==> src/rtl/codec_reg_pkg.sv <==
package codec_reg_pkg;
  localparam logic [6:0] ADR_PWR  = 7'h26;
  localparam logic [6:0] ADR_ID   = 7'h28;
  localparam logic [6:0] ADR_EXT  = 7'h2A;
  localparam logic [6:0] ADR_DAC  = 7'h2C;
  localparam logic [6:0] ADR_ADC  = 7'h32;
  localparam logic [6:0] ADR_VID0 = 7'h7C;
  localparam logic [6:0] ADR_VID1 = 7'h7E;
  localparam logic [15:0] VID0_VAL = 16'h4E53;
  localparam logic [15:0] VID1_VAL = 16'h4349;
  localparam int N_RATE = 2;  // 0: DAC, 1: ADC
endpackage

==> src/rtl/rate_reg.sv <==
module rate_reg #(
  parameter int DW  = 16,
  parameter int MIN = 4000,
  parameter int MAX = 48000,
  parameter int DEF = 48000
) (
  input  logic          clk_i,
  input  logic          rst_ni,
  input  logic          we_i,
  input  logic [DW-1:0] wdata_i,
  input  logic          vra_i,
  output logic [DW-1:0] stored_o,
  output logic [DW-1:0] eff_o
);
  localparam logic [DW-1:0] MIN_V = DW'(MIN);
  localparam logic [DW-1:0] MAX_V = DW'(MAX);
  localparam logic [DW-1:0] DEF_V = DW'(DEF);

  logic [DW-1:0] clamped;

  always_comb begin
    if (wdata_i < MIN_V)      clamped = MIN_V;
    else if (wdata_i > MAX_V) clamped = MAX_V;
    else                      clamped = wdata_i;
  end

  always_ff @(posedge clk_i or negedge rst_ni) begin
    if (!rst_ni)   stored_o <= DEF_V;
    else if (we_i) stored_o <= clamped;
  end

  // stored value takes effect only in variable-rate mode
  assign eff_o = vra_i ? stored_o : DEF_V;


  rate_in_range_chk: assert property (@(posedge clk_i) disable iff (!rst_ni)
    (stored_o >= MIN_V) && (stored_o <= MAX_V));


  rate_pass_chk: assert property (@(posedge clk_i) disable iff (!rst_ni)
    (we_i && wdata_i >= MIN_V && wdata_i <= MAX_V) |=> stored_o == $past(wdata_i));
endmodule

==> src/rtl/pwr_ctrl_reg.sv <==
module pwr_ctrl_reg #(
  parameter int CW         = 8,
  parameter int UNUSED_BIT = 6,
  parameter int LINK_BIT   = 4
) (
  input  logic          clk_i,
  input  logic          rst_ni,
  input  logic          we_i,
  input  logic [CW-1:0] wdata_i,
  input  logic          warm_i,
  output logic [CW-1:0] ctrl_o
);
  localparam logic [CW-1:0] UNUSED_M = CW'(1) << UNUSED_BIT;
  localparam logic [CW-1:0] LINK_M   = CW'(1) << LINK_BIT;

  logic [CW-1:0] nxt;

  always_comb begin
    nxt = we_i ? (wdata_i & ~UNUSED_M) : ctrl_o;
    if (warm_i) nxt = nxt & ~LINK_M;
  end

  always_ff @(posedge clk_i or negedge rst_ni) begin
    if (!rst_ni) ctrl_o <= '0;
    else         ctrl_o <= nxt;
  end


  warm_clears_link_chk: assert property (@(posedge clk_i) disable iff (!rst_ni)
    warm_i |=> !ctrl_o[LINK_BIT]);


  warm_keeps_rest_chk: assert property (@(posedge clk_i) disable iff (!rst_ni)
    (warm_i && !we_i) |=> (ctrl_o & ~LINK_M) == ($past(ctrl_o) & ~LINK_M));


  unused_zero_chk: assert property (@(posedge clk_i) disable iff (!rst_ni)
    !ctrl_o[UNUSED_BIT]);
endmodule

==> src/rtl/read_mux.sv <==
module read_mux
  import codec_reg_pkg::*;
#(
  parameter int DW = 16,
  parameter int AW = 7
) (
  input  logic          clk_i,
  input  logic          rst_ni,
  input  logic          rd_en_i,
  input  logic [AW-1:0] addr_i,
  input  logic [DW-1:0] pwr_i,
  input  logic [DW-1:0] id_i,
  input  logic [DW-1:0] ext_i,
  input  logic [DW-1:0] dac_i,
  input  logic [DW-1:0] adc_i,
  output logic [DW-1:0] rdata_o,
  output logic          rvalid_o
);
  logic [DW-1:0] sel;

  always_comb begin
    unique case (addr_i)
      ADR_PWR:  sel = pwr_i;
      ADR_ID:   sel = id_i;
      ADR_EXT:  sel = ext_i;
      ADR_DAC:  sel = dac_i;
      ADR_ADC:  sel = adc_i;
      ADR_VID0: sel = VID0_VAL;
      ADR_VID1: sel = VID1_VAL;
      default:  sel = '0;
    endcase
  end

  always_ff @(posedge clk_i or negedge rst_ni) begin
    if (!rst_ni) begin
      rdata_o  <= '0;
      rvalid_o <= 1'b0;
    end else begin
      rvalid_o <= rd_en_i;
      if (rd_en_i) rdata_o <= sel;
    end
  end


  rvalid_follow_chk: assert property (@(posedge clk_i) disable iff (!rst_ni)
    rd_en_i |=> rvalid_o);

  rvalid_idle_chk: assert property (@(posedge clk_i) disable iff (!rst_ni)
    !rd_en_i |=> !rvalid_o);

  vid0_const_chk: assert property (@(posedge clk_i) disable iff (!rst_ni)
    (rd_en_i && addr_i == ADR_VID0) |=> rdata_o == 16'h4E53);

  odd_reserved_chk: assert property (@(posedge clk_i) disable iff (!rst_ni)
    (rd_en_i && addr_i[0]) |=> rdata_o == '0);
endmodule

==> src/rtl/codec_reg_file.sv <==
module codec_reg_file
  import codec_reg_pkg::*;
#(
  parameter int DW       = 16,
  parameter int AW       = 7,
  parameter int RATE_MIN = 4000,
  parameter int RATE_MAX = 48000,
  parameter int RATE_DEF = 48000
) (
  input  logic          clk_i,
  input  logic          rst_ni,
  input  logic          warm_rst_i,
  input  logic          wr_en_i,
  input  logic          rd_en_i,
  input  logic [AW-1:0] addr_i,
  input  logic [DW-1:0] wdata_i,
  input  logic [1:0]    id_pins_n_i,
  input  logic [3:0]    pd_ready_i,
  output logic [DW-1:0] rdata_o,
  output logic          rvalid_o,
  output logic          vra_en_o,
  output logic [DW-1:0] dac_rate_o,
  output logic [DW-1:0] adc_rate_o,
  output logic [7:0]    pd_ctrl_o
);
  localparam int CW = 8;
  localparam logic [AW-1:0] RATE_ADR [N_RATE] = '{ADR_DAC, ADR_ADC};

  logic          vra_q;
  logic [DW-1:0] stored [N_RATE];
  logic [DW-1:0] eff    [N_RATE];
  logic [DW-1:0] pwr_word, id_word, ext_word;

  always_ff @(posedge clk_i or negedge rst_ni) begin
    if (!rst_ni)                          vra_q <= 1'b0;
    else if (wr_en_i && addr_i == ADR_EXT) vra_q <= wdata_i[0];
  end

  for (genvar g = 0; g < N_RATE; g++) begin : g_rate
    rate_reg #(.DW(DW), .MIN(RATE_MIN), .MAX(RATE_MAX), .DEF(RATE_DEF)) u_rate (
      .clk_i   (clk_i),
      .rst_ni  (rst_ni),
      .we_i    (wr_en_i && addr_i == RATE_ADR[g]),
      .wdata_i (wdata_i),
      .vra_i   (vra_q),
      .stored_o(stored[g]),
      .eff_o   (eff[g])
    );
  end

  pwr_ctrl_reg #(.CW(CW), .UNUSED_BIT(6), .LINK_BIT(4)) u_pwr (
    .clk_i  (clk_i),
    .rst_ni (rst_ni),
    .we_i   (wr_en_i && addr_i == ADR_PWR),
    .wdata_i(wdata_i[DW-1:DW-CW]),
    .warm_i (warm_rst_i),
    .ctrl_o (pd_ctrl_o)
  );

  assign pwr_word = {pd_ctrl_o, 4'b0000, pd_ready_i};
  // identity reported with inverted pin polarity; bit 0 flags variable rate support
  assign id_word  = {~id_pins_n_i, {(DW-3){1'b0}}, 1'b1};
  assign ext_word = {{(DW-1){1'b0}}, vra_q};

  read_mux #(.DW(DW), .AW(AW)) u_rd (
    .clk_i   (clk_i),
    .rst_ni  (rst_ni),
    .rd_en_i (rd_en_i),
    .addr_i  (addr_i),
    .pwr_i   (pwr_word),
    .id_i    (id_word),
    .ext_i   (ext_word),
    .dac_i   (stored[0]),
    .adc_i   (stored[1]),
    .rdata_o (rdata_o),
    .rvalid_o(rvalid_o)
  );

  assign vra_en_o   = vra_q;
  assign dac_rate_o = eff[0];
  assign adc_rate_o = eff[1];


  id_invert_chk: assert property (@(posedge clk_i) disable iff (!rst_ni)
    (rd_en_i && addr_i == ADR_ID) |=> rdata_o[15:14] == ~$past(id_pins_n_i));


  rate_default_chk: assert property (@(posedge clk_i) disable iff (!rst_ni)
    (!vra_en_o) |-> (dac_rate_o == DW'(RATE_DEF) && adc_rate_o == DW'(RATE_DEF)));
endmodule

==> config.mk <==
export PLATFORM = sky130hd
export DESIGN_NAME = codec_reg_file
export DESIGN_NICKNAME = d
export VERILOG_FILES = /design/src/rtl/codec_reg_pkg.sv /design/src/rtl/rate_reg.sv /design/src/rtl/pwr_ctrl_reg.sv /design/src/rtl/read_mux.sv /design/src/rtl/codec_reg_file.sv
export SDC_FILE = /design/constraint.sdc
export NUM_CORES = 1
export LEC_CHECK = 0
export BUFFER_PORTS_ARGS = -buffer_cell sky130_fd_sc_hd__buf_2
export CORE_MARGIN = 4
export CORE_UTILIZATION = 55
export CTS_CLUSTER_DIAMETER = 40
export CTS_CLUSTER_SIZE = 20
export DETAILED_ROUTE_END_ITERATION = 7
export MAX_ROUTING_LAYER = met4
export PLACE_DENSITY = 0.92
export SYNTH_ARGS = -nofsm -noshare
export SYNTH_HDL_FRONTEND = slang
export SYNTH_SLANG_ARGS = --single-unit
==> constraint.sdc <==
create_clock -name clk_i -period 1.8 [get_ports clk_i]
set_input_delay 0 -clock clk_i [delete_from_list [all_inputs] [get_ports clk_i]]
set_output_delay 0 -clock clk_i [all_outputs]
set_load 0.03 [all_outputs]
==> flow_summary.toml <==
[die]
top_level_ports = 92
dieArea_sq_um = 6650
rows = 26
start_util_pct = 57.5
core_sq_um = 5170
fp.dieW_um = 81.5
fp.dieH_um = 81.5

[route]
vias = 2919
ant_nets = 0
via_per_inst = 5.87
drc = 0
wl_um = 8650
drt_iter0_drc = 339
drt_first_pass_iters = 5
wl_per_cell_um = 17.4

[timing]
maxSlewHeadroom_pct = 58.3
finalSetupTns_ps = 0
hold_violations = 0
fmax_mhz = 594
worst_slew_pin_slew_ps = 625
min_period_over_period_pct = 93.6
rsz0062_at_grt = "false"
finalMaxSlewViolations = 0
min_period_ps = 1680
setup_viol = 0
hold_ws_ps = 2.13
fin_skew_ps = 7.16

[worst_setup_path]
critPathSlowestCell = "dlygate4sd3_1"
cp.required_ps = 2050
r2r-start = "g_rate[0].u_rate.stored_o[15]"
regToRegEndpoint = "u_rd.rdata_o[15]"
critical_path_class = "primary input to flip-flop"
cp_cell_sequence = "dlygate4sd3_1 -> buf_2 -> a41o_1 -> and2_1 -> a211oi_4 -> buf_4 -> nand2_2 -> o21ai_1"
arrival_ps = 1930
crit_family = "buffers and inverters"
critPathMaxStageDelay_ps = 540
worst-path-stages = 8
start_kind = "primary input"
crit_buf_inv = 3
startpoint = "wdata_i[11]"
ff2ff_setup_slack_ps = 570
crit_end = "g_rate[0].u_rate.stored_o[3]"
r2r_cells = 5
crit_fanout = 7
end_kind = "flip-flop"

[min_path]
hold_path_class = "primary input to flip-flop"
hold_depth = 3

[run_status]
outcome = "complete, no violations"

[clocking]
clkLatencyLatePin_ps = 340
ctsLongestPathBuffers = 2
cts_sinks = 57
cts.htree.levels = 3
clk_pin_slew_ps = 60
numCtsBuffers = 9
cts_tree = "built"
cts_root_buf = "clkbuf_8"

[power_and_ir_drop]
ir_worst_vdd_mv = 0.490
power.density_nw_per_um2 = 850
leakagePower_uw = 0.00183

[placed_design]
gp_congestion = 0.930
place_hpwl_um = 6370
io_buffers = 90

[final_layout]
drive_above_1_share_pct = 37.7
nets = 456
final_common_cell = "buf_2"
syn_to_final_growth_pct = 30.2
n_antenna_cell = 0
layout_common_cells = "90 x buf_2, 43 x dfrtp_1, 40 x nand2_1"

[global_routing]
track_usage_pct = 27.9
overflow = 0
grt_pass1_vias = 2772
antenna_found_initial = 0
grt_pass1_wl_um = 13400
grt_max_degree = 35

[yosys]
async_flop_share_pct = 100
ys_ff_latch = 57
syn_area_sq_um = 2970
synthCells = 310
yosys_warnings = 0
synth.avg_cell_area_sq_um = 9.59
synth-edff-count = 0
ys_seq_area_share_pct = 48.6
synth_flop_cell = "dfrtp_1"
yosys.cell_types.count = 44
syn_nets = 344

[run]
maxCapViolCount = 0
-- layer usage --
layer | part of all wire (%) | track usage, % | up-vias | routed length [um]
li1 | - | - | 1305 | -
met1 | 41 | 35.1 | 1411 | 3510
met2 | 48 | 44.5 | 186 | 4150
met3 | 9.4 | 3.84 | 17 | 813
met4 | 2.0 | 13.5 | 0 | 172
met5 | 0 | - | - | 0
-- through the flow --
step / total power (uW) / cells / worst slack [ps] / cell area, sq um / util (%)
after CTS: 3280 / 493 / 104 / 3830 / 74.1
after floorplan: 1840 / 310 / 481 / 2970 / -
final: 3290 / 497 / 116 / 3870 / 74.8
after global placement: 2050 / 462 / 355 / 3480 / 67.3
after global routing: 3400 / 497 / 53.8 / 3870 / 74.8
after detailed placement: 2070 / 462 / 311 / 3480 / 67.3
-- where the power goes --
part	switching (uW)	internal, uW	total [uW]
clock network	486	711	1200
logic	383	219	601
registers	83.9	1410	1490
total	953	2340	3290
-- final cells by class --
type	count	area, sq um
Clock buffer	13	159
Sequential cell	57	1440
Timing Repair Buffer	122	741
Tap cell	70	87.6
Multi-Input combinational cell	230	1390
Fill cell	355	1300
Clock inverter	3	40.0
Inverter	2	7.51
-- cell families (layout without fill, tap and decap cells) --
family / Yosys count / count (layout) / synth area share, %
simple gates: 129 / 129 / 22.8
compound gates: 89 / 89 / 18.3
flops: 57 / 57 / 48.6
buf+inv: 23 / 140 / 4.92
mux: 11 / 11 / 5.30
other cells: 1 / 1 / 0.126
-- state kept, by name (all words and copies together) (netlist names) --
name	cells
g_rate.u_rate.stored_o	32
u_pwr.ctrl_o	7
u_rd.rdata_o	16
u_rd.rvalid_o	1
vra_en_o	1
-- worst min-delay path, cell delays in order --
cell      delay (ps)
buf_2             80
a221oi_1          70
a21oi_1          140
-- Yosys cell counts (2+ instances only) --
cell	n	area share (%)
nand2_2	7	1.5
mux2_2	2	0.76
dfstp_2	14	12
and2_1	20	4.2
nand2b_1	17	3.6
a221oi_1	5	1.5
a21oi_1	31	5.2
o21ai_2	2	0.59
o21a_1	3	0.76
dfrtp_1	43	36
nand2_1	40	5.1
nor3_1	5	0.84
nor4_1	2	0.42
a22oi_1	8	2.0
o21ai_0	11	1.9
o21ai_1	19	3.2
a31oi_1	2	0.42
nand4_1	2	0.42
buf_2	3	0.50
mux2_4	9	4.5
inv_1	2	0.25
and3_1	2	0.42
buf_6	5	1.9
clkbuf_1	8	1.0
nand3_1	2	0.34
buf_4	5	1.3
nor2_1	24	3.0
-- timing repair --
| item | 4_1_cts | 5_1_grt |
|---|---|---|
| setup buffers | 0 | 4 |
| resized for setup | 0 | 1 |
| endpoints found under the hold margin | 37 | 0 |
| endpoints found under the setup margin | 0 | 8 |
| hold buffers | 15 | 0 |
-- worst min-delay path by stage --
stage	start	to	slack, ps
finish	pd_ready_i[1]	u_rd.rdata_o[1]	2
floorplan	rst_ni	g_rate[0].u_rate.stored_o[0]	-300
CTS	pd_ready_i[1]	u_rd.rdata_o[1]	2
global route	pd_ready_i[1]	u_rd.rdata_o[1]	20
global placement	rst_ni	u_rd.rdata_o[12]	50
detailed placement	rst_ni	u_pwr.ctrl_o[4]	50
Power figures use the tool's default switching activity.
